## src/rtl/rob_pkg.sv

```systemverilog
package rob_pkg;
  typedef enum logic [1:0] {
    SLOT_WAIT  = 2'd0,
    SLOT_DONE  = 2'd1,
    SLOT_FAULT = 2'd2
  } slot_state_e;
endpackage

```

## src/rtl/rob_ptr_ctrl.sv

```systemverilog
module rob_ptr_ctrl #(
  parameter  int DEPTH = 8,
  localparam int IDX_W = $clog2(DEPTH),
  localparam int PTR_W = IDX_W + 1
) (
  input  logic             clk,
  input  logic             rst_n,
  input  logic             alloc_en,
  input  logic             retire_en,
  input  logic             flush_en,
  input  logic             squash_req,
  input  logic [IDX_W-1:0] squash_slot,
  output logic [IDX_W-1:0] head_idx,
  output logic [IDX_W-1:0] tail_idx,
  output logic             full,
  output logic             empty,
  output logic             squash_hit,
  output logic [DEPTH-1:0] keep_mask
);
  logic [PTR_W-1:0] head_q, head_d;
  logic [PTR_W-1:0] tail_q, tail_d;
  logic [PTR_W-1:0] occ;
  logic [IDX_W-1:0] squash_off;

  assign head_idx   = head_q[IDX_W-1:0];
  assign tail_idx   = tail_q[IDX_W-1:0];
  assign occ        = tail_q - head_q;
  assign full       = (occ == PTR_W'(DEPTH));
  assign empty      = (occ == '0);
  assign squash_off = squash_slot - head_idx;
  assign squash_hit = squash_req && ({1'b0, squash_off} < occ);

  // A slot survives this cycle if it is in flight, no flush is under way,
  // and it is not younger than a squashing branch.
  for (genvar i = 0; i < DEPTH; i++) begin : g_keep
    logic [IDX_W-1:0] slot_off;
    assign slot_off     = IDX_W'(i) - head_idx;
    assign keep_mask[i] = ({1'b0, slot_off} < occ) && !flush_en &&
                          !(squash_hit && (slot_off > squash_off));
  end

  always_comb begin
    head_d = head_q;
    tail_d = tail_q;
    if (retire_en) head_d = head_q + PTR_W'(1);
    if (flush_en) begin
      tail_d = head_q;
    end else if (squash_hit) begin
      tail_d = head_q + {1'b0, squash_off} + PTR_W'(1);
    end else if (alloc_en) begin
      tail_d = tail_q + PTR_W'(1);
    end
  end

  always_ff @(posedge clk or negedge rst_n) begin
    if (!rst_n) begin
      head_q <= '0;
      tail_q <= '0;
    end else begin
      head_q <= head_d;
      tail_q <= tail_d;
    end
  end
endmodule

```

## src/rtl/rob_slot_store.sv

```systemverilog
module rob_slot_store
  import rob_pkg::*;
#(
  parameter  int DEPTH   = 8,
  parameter  int ID_W    = 8,
  parameter  int DATA_W  = 32,
  parameter  int CAUSE_W = 5,
  localparam int IDX_W   = $clog2(DEPTH)
) (
  input  logic               clk,
  input  logic               rst_n,
  input  logic               alloc_en,
  input  logic [IDX_W-1:0]   alloc_idx,
  input  logic [ID_W-1:0]    alloc_id,
  input  logic               cmp_valid,
  input  logic [IDX_W-1:0]   cmp_slot,
  input  logic               cmp_fault,
  input  logic [CAUSE_W-1:0] cmp_cause,
  input  logic [DATA_W-1:0]  cmp_data,
  input  logic [DEPTH-1:0]   keep_mask,
  input  logic [IDX_W-1:0]   head_idx,
  output slot_state_e        head_state,
  output logic [ID_W-1:0]    head_id,
  output logic [DATA_W-1:0]  head_data,
  output logic [CAUSE_W-1:0] head_cause
);
  slot_state_e        st_arr    [DEPTH];
  logic [ID_W-1:0]    id_arr    [DEPTH];
  logic [DATA_W-1:0]  data_arr  [DEPTH];
  logic [CAUSE_W-1:0] cause_arr [DEPTH];

  for (genvar i = 0; i < DEPTH; i++) begin : g_slot
    slot_state_e        state_q, state_d;
    logic [ID_W-1:0]    id_q;
    logic [DATA_W-1:0]  data_q;
    logic [CAUSE_W-1:0] cause_q;
    logic               alloc_hit, cmp_hit;

    assign alloc_hit = alloc_en && (alloc_idx == IDX_W'(i));
    assign cmp_hit   = cmp_valid && (cmp_slot == IDX_W'(i)) && keep_mask[i];

    always_comb begin
      state_d = state_q;
      if (alloc_hit)    state_d = SLOT_WAIT;
      else if (cmp_hit) state_d = cmp_fault ? SLOT_FAULT : SLOT_DONE;
    end

    always_ff @(posedge clk or negedge rst_n) begin
      if (!rst_n) state_q <= SLOT_WAIT;
      else        state_q <= state_d;
    end

    // Payload registers carry no reset; they are only read once status
    // marks them written.
    always_ff @(posedge clk) begin
      if (alloc_hit) id_q <= alloc_id;
      if (cmp_hit) begin
        data_q  <= cmp_data;
        cause_q <= cmp_cause;
      end
    end

    assign st_arr[i]    = state_q;
    assign id_arr[i]    = id_q;
    assign data_arr[i]  = data_q;
    assign cause_arr[i] = cause_q;
  end

  assign head_state = st_arr[head_idx];
  assign head_id    = id_arr[head_idx];
  assign head_data  = data_arr[head_idx];
  assign head_cause = cause_arr[head_idx];
endmodule

```

## src/rtl/rob_head_gate.sv

```systemverilog
module rob_head_gate
  import rob_pkg::*;
(
  input  logic        empty,
  input  slot_state_e head_state,
  output logic        retire,
  output logic        fault
);
  always_comb begin
    retire = 1'b0;
    fault  = 1'b0;
    if (!empty) begin
      unique case (head_state)
        SLOT_DONE:  retire = 1'b1;
        SLOT_FAULT: fault  = 1'b1;
        default:    ;
      endcase
    end
  end
endmodule

```

## src/rtl/rob_commit_queue.sv

```systemverilog
module rob_commit_queue
  import rob_pkg::*;
#(
  parameter  int DEPTH   = 8,
  parameter  int ID_W    = 8,
  parameter  int DATA_W  = 32,
  parameter  int CAUSE_W = 5,
  localparam int IDX_W   = $clog2(DEPTH)
) (
  input  logic               clk,
  input  logic               rst_n,
  input  logic               alloc_valid,
  input  logic [ID_W-1:0]    alloc_id,
  output logic               alloc_ready,
  output logic [IDX_W-1:0]   alloc_slot,
  input  logic               cmp_valid,
  input  logic [IDX_W-1:0]   cmp_slot,
  input  logic               cmp_fault,
  input  logic [CAUSE_W-1:0] cmp_cause,
  input  logic [DATA_W-1:0]  cmp_data,
  input  logic               mis_valid,
  input  logic [IDX_W-1:0]   mis_slot,
  output logic               cmt_valid,
  output logic [ID_W-1:0]    cmt_id,
  output logic [DATA_W-1:0]  cmt_data,
  output logic               exc_valid,
  output logic [CAUSE_W-1:0] exc_cause,
  output logic [IDX_W-1:0]   exc_slot,
  output logic [ID_W-1:0]    exc_id
);
  logic [1:0]         rst_pipe;
  logic               rst_sync_n;
  logic [IDX_W-1:0]   head_idx, tail_idx;
  logic               full, empty, squash_hit;
  logic [DEPTH-1:0]   keep_mask;
  logic               do_alloc, head_retire, head_fault;
  slot_state_e        head_state;
  logic [ID_W-1:0]    head_id;
  logic [DATA_W-1:0]  head_data;
  logic [CAUSE_W-1:0] head_cause;

  always_ff @(posedge clk or negedge rst_n) begin
    if (!rst_n) rst_pipe <= 2'b00;
    else        rst_pipe <= {rst_pipe[0], 1'b1};
  end
  assign rst_sync_n = rst_pipe[1];

  assign alloc_ready = !full && !mis_valid && !head_fault;
  assign do_alloc    = alloc_valid && alloc_ready;

  rob_ptr_ctrl #(.DEPTH(DEPTH)) i_ptr (
    .clk        (clk),
    .rst_n      (rst_sync_n),
    .alloc_en   (do_alloc),
    .retire_en  (head_retire),
    .flush_en   (head_fault),
    .squash_req (mis_valid),
    .squash_slot(mis_slot),
    .head_idx   (head_idx),
    .tail_idx   (tail_idx),
    .full       (full),
    .empty      (empty),
    .squash_hit (squash_hit),
    .keep_mask  (keep_mask)
  );

  rob_slot_store #(
    .DEPTH(DEPTH), .ID_W(ID_W), .DATA_W(DATA_W), .CAUSE_W(CAUSE_W)
  ) i_store (
    .clk       (clk),
    .rst_n     (rst_sync_n),
    .alloc_en  (do_alloc),
    .alloc_idx (tail_idx),
    .alloc_id  (alloc_id),
    .cmp_valid (cmp_valid),
    .cmp_slot  (cmp_slot),
    .cmp_fault (cmp_fault),
    .cmp_cause (cmp_cause),
    .cmp_data  (cmp_data),
    .keep_mask (keep_mask),
    .head_idx  (head_idx),
    .head_state(head_state),
    .head_id   (head_id),
    .head_data (head_data),
    .head_cause(head_cause)
  );

  rob_head_gate i_gate (
    .empty     (empty),
    .head_state(head_state),
    .retire    (head_retire),
    .fault     (head_fault)
  );

  assign alloc_slot = tail_idx;
  assign cmt_valid  = head_retire;
  assign cmt_id     = head_id;
  assign cmt_data   = head_data;
  assign exc_valid  = head_fault;
  assign exc_cause  = head_cause;
  assign exc_slot   = head_idx;
  assign exc_id     = head_id;
endmodule

```

## config.mk

```make
export PLATFORM = sky130hd
export DESIGN_NAME = rob_commit_queue
export DESIGN_NICKNAME = d
export VERILOG_FILES = /design/src/rtl/rob_pkg.sv /design/src/rtl/rob_ptr_ctrl.sv /design/src/rtl/rob_slot_store.sv /design/src/rtl/rob_head_gate.sv /design/src/rtl/rob_commit_queue.sv
export SDC_FILE = /design/constraint.sdc
export NUM_CORES = 1
export LEC_CHECK = 0
export ABC_CLOCK_PERIOD_IN_PS = 2820
export BUFFER_PORTS_ARGS = -buffer_cell sky130_fd_sc_hd__buf_2
export CORE_ASPECT_RATIO = 1.5
export CORE_UTILIZATION = 60
export DETAILED_ROUTE_END_ITERATION = 10
export GPL_TIMING_DRIVEN = 0
export MAX_ROUTING_LAYER = met4
export PLACE_DENSITY = 0.79
export RECOVER_POWER = 50
export SETUP_SLACK_MARGIN = 0.2
export SLEW_MARGIN = 30
export SYNTH_ARGS = -nofsm -noshare
export SYNTH_HDL_FRONTEND = slang
export SYNTH_HIERARCHICAL = 1
export SYNTH_SLANG_ARGS = --single-unit
```

## constraint.sdc

```tcl
create_clock -name clk -period 2.82 [get_ports clk]
set_input_delay 0.282 -clock clk [delete_from_list [all_inputs] [get_ports clk]]
set_output_delay 0.282 -clock clk [all_outputs]
set_load 0.005 [all_outputs]
```

==> flow_summary.yaml <==
die:
  die-area_um2: 27650
  die_h_um: 203.2
  ios: 119
  start_util: 0.6111
  die_w_um: 136.1
  core_um2: 26490
  rows: 73
synth:
  synthSimpleGateAreaFrac: 0.02767
  syn_inst: 813
  yosys.area.top_type: "edfxtp_1"
  seq_area_frac_synth: 0.7080
  synth_fa_ha_area_frac: 0.02721
  syn_avg_cell_area_um2: 19.91
  synth.distinct_cells: 55
  async_flop_share: 0.06736
  synth_area_um2: 16190
  synth_commonest_cells: "edfxtp_1 (360), mux4_2 (94), mux2_2 (47), inv_1 (28), dfrtp_1 (26)"
  synthTopCellsByArea: "edfxtp_1 (67%), mux4_2 (13%), dfrtp_1 (4.0%), mux2_2 (3.3%), ha_1 (1.9%)"
  ys_seq_elements: 386
  synth_edf_count: 360
  yosysMostFrequentCell: "edfxtp_1"
  yosys.area.top_type_share: 0.6678
  synth_top_family_by_area: "multiplexers"
  ys.flop_type: "edfxtp_1"
  synth_xor_area_frac: 0.01020
  synth_nets: 897
  synth-compound-area-share: 0.03617
  yosysWarnings: 6
  muxShareOfSynthArea: 0.1647
pwr:
  peakVddDrop_mv: 1.547
  clkPwrFrac: 0.158
  p_int_uw: 19090
  p_seq_frac: 0.251
  swShare: 0.3647
  p_per_area_nw_per_um2: 1376
  pwr-share-comb: 0.591
  p_leak_uw: 0.007799
  p_sw_uw: 10960
min_path:
  worstHoldPathType: "input pin to flip-flop"
  min_to: "i_store/g_slot[1].data_q[5]$_DFFE_PP_"
  min-delay-start: "cmp_data[5]"
  min_path_cells: 1
timing:
  worst_slew_pin_slew_ns: 1.121
  max_freq_ghz: 0.2768
  slew_headroom: 0.2526
  timing.final.ws_setup_ns: -0.7931
  drv_slew: 0
  rsz0062_at_grt: "true"
  period_share: 1.281
  final.setup_skew_ns: 0.02311
  finalHoldViolCount: 0
  fin_crit_ns: 3.613
  setup_violations: 436
drt:
  first_iter_violations: 1379
  avgViaCountPerCell: 6.908
  first_pass_iters: 5
  wirelength_mm: 52.12
  drc: 0
  postRouteAntennaNets: 0
  dr_total_vias: 10472
  wl_per_cell_um: 34.38
cts:
  root_buffer: "clkbuf_16"
  h-tree-depth: 2
  clockBufferDepth: 3
  clock-sinks: 386
  clk_pin_slew_worst_paths_ns: 0.07
  cts_tree: "yes"
  clk_latency_ns: 0.54
  numCtsBuffers: 34
cells_and_area:
  syn_to_final_growth_pct: 34.90
  drive_gt1_frac: 0.5123
  fin_area_um2: 21840
  layout.nets: 1235
placed_design:
  portBuffers: 117
  place_congestion: 0.8887
  dpl.hpwl_mm: 20.28
  placed_area_um2: 17530
  post-place-ws_ns: -1.369
grt:
  grt_start_max_net_pins: 25
  overflow: 0
  grt_first_pass_wirelength_mm: 67.34
  antenna_found_initial: 4
  grt_pass1_vias: 10387
  grt.total_usage: 0.3592
setup_path:
  crit_fanout: 6
  crit_required_ns: 3.06
  regToRegStartpoint: "i_ptr/head_q[0]$_DFFE_PN0P_"
  arrival_ns: 3.85
  crit_type: "flip-flop to flip-flop"
  r2r-end: "i_store/g_slot[0].data_q[0]$_DFFE_PP_"
  rrSetupSlack_ns: -0.79
  endpoint_kind: "flip-flop"
  r2r_cells: 14
  start_kind: "flip-flop"
run_status:
  status: "complete, but fails checks"
  violations: "negative setup slack"
flow_run:
  cap_violations: 0
-- placed cells by master, fill, tap and decap left out, types with 10 or more instances in the layout --
master / synthesis / routed
and3_4: 0 / 22
buf_12: 0 / 57
buf_16: 0 / 12
buf_2: 10 / 70
buf_4: 15 / 75
buf_6: 8 / 72
clkbuf_1: 12 / 37
clkbuf_16: 0 / 40
dfrtp_1: 26 / 21
edfxtp_1: 360 / 360
ha_1: 24 / 18
inv_1: 28 / 21
mux2_2: 47 / 12
mux2_4: 0 / 35
mux4_2: 94 / 94
nand2_1: 12 / 10
-- power by group through the flow --
stage | clock, µW | sequential, µW | combinational, µW
global route | 4930 | 7580 | 18400
floorplan | 0 | 7430 | 7410
global placement | 0 | 7520 | 9910
detailed placement | 0 | 7570 | 10100
finish | 4730 | 7550 | 17800
CTS | 4580 | 7420 | 15400
-- repair_timing --
action                                 in CTS  in global routing
hold buffers                                1                  0
buffers inserted                          126                 26
resized for setup                         193                 41
gates cloned                               26                  6
setup endpoints to repair                 440                438
pin swaps                                  36                 22
endpoints found under the hold margin       2                  0
-- how the worst max path moves through the flow --
stage | from | endpoint | slack [ns] | depth (start not counted)
2_1_floorplan | i_ptr/head_q[0]$_DFFE_PN0P_ | i_store/g_slot[2].cause_q[0]$_DFFE_PP_ | -0.54 | 12
3_3_place_gp | i_ptr/head_q[0]$_DFFE_PN0P_ | i_store/g_slot[2].data_q[5]$_DFFE_PP_ | -1.30 | 11
3_5_place_dp | i_ptr/head_q[0]$_DFFE_PN0P_ | i_store/g_slot[6].data_q[8]$_DFFE_PP_ | -1.37 | 11
4_1_cts | i_ptr/head_q[0]$_DFFE_PN0P_ | i_store/g_slot[1].cause_q[2]$_DFFE_PP_ | -0.62 | 14
5_1_grt | i_ptr/head_q[0]$_DFFE_PN0P_ | i_store/g_slot[2].data_q[21]$_DFFE_PP_ | -0.79 | 14
6_report | i_ptr/head_q[0]$_DFFE_PN0P_ | i_store/g_slot[0].data_q[0]$_DFFE_PP_ | -0.79 | 14
-- layout make-up --
| class | instances | area (µm²) |
|---|---|---|
| tap | 337 | 421.7 |
| inverter | 29 | 130.1 |
| antenna | 4 | 10.01 |
| buffer | 48 | 491.7 |
| timing repair buffer | 287 | 3072 |
| multi-input combinational | 364 | 5152 |
| sequential | 386 | 11470 |
| timing repair inverter | 1 | 7.507 |
| clock buffer | 43 | 945.9 |
| fill | 1177 | 4651 |
| clock inverter | 17 | 138.9 |
-- worst max-delay path: stages (launching register included) --
cell and delay [ns]:
dfrtp_2 0.47, buf_4 0.16, buf_6 0.12, buf_6 0.13
buf_12 0.14, buf_12 0.13, mux4_2 0.47, mux2_4 0.31
nor3b_4 0.17, clkbuf_8 0.15, clkbuf_16 0.16, a211oi_4 0.31
buf_6 0.17, and3_4 0.25, clkbuf_16 0.18
-- cell families (layout without fill, tap and decap cells) --
group,after synthesis,after routing
DFF,386,386
muxes,143,143
and+or+nand+nor,78,92
buffers and inverters,77,425
AOI/OAI and AO/OA,76,76
adders and majority gates,35,35
xor gates and xnor gates,17,17
other,1,5
-- state kept, by name (all words and copies together), names as in the netlist --
name	cells
i_ptr/head_q	4
i_ptr/tail_q	4
i_store/g_slot.cause_q	40
i_store/g_slot.data_q	256
i_store/g_slot.id_q	64
i_store/g_slot.state_q	16
rst_pipe	2
-- metal layers --
| metal | global-route usage | routed length, µm | up-vias |
|---|---|---|---|
| met1 | 0.4200 | 16460 | 5232 |
| met4 | 0.1730 | 3891 | 0 |
| met5 | - | 0 | - |
| met2 | 0.6037 | 26600 | 925 |
| li1 | - | - | 4040 |
| met3 | 0.05742 | 5161 | 275 |
-- stage by stage --
| step | hold WS [ns] | total power (µW) | cells | util | setup TNS [ns] |
|---|---|---|---|---|---|
| 6_report | 0.03412 | 30050 | 1516 | 0.8244 | -275.06 |
| 5_1_grt | 0.03826 | 30870 | 1516 | 0.8244 | -289.44 |
| 2_1_floorplan | -0.01359 | 14840 | 813 | - | -166.91 |
| 3_5_place_dp | 0.07164 | 17620 | 1267 | 0.6617 | -445.06 |
| 3_3_place_gp | 0.06796 | 17430 | 1267 | 0.6617 | -439.33 |
| 4_1_cts | 0.009499 | 27380 | 1480 | 0.8047 | -204.23 |
Power figures use the tool's default switching activity.
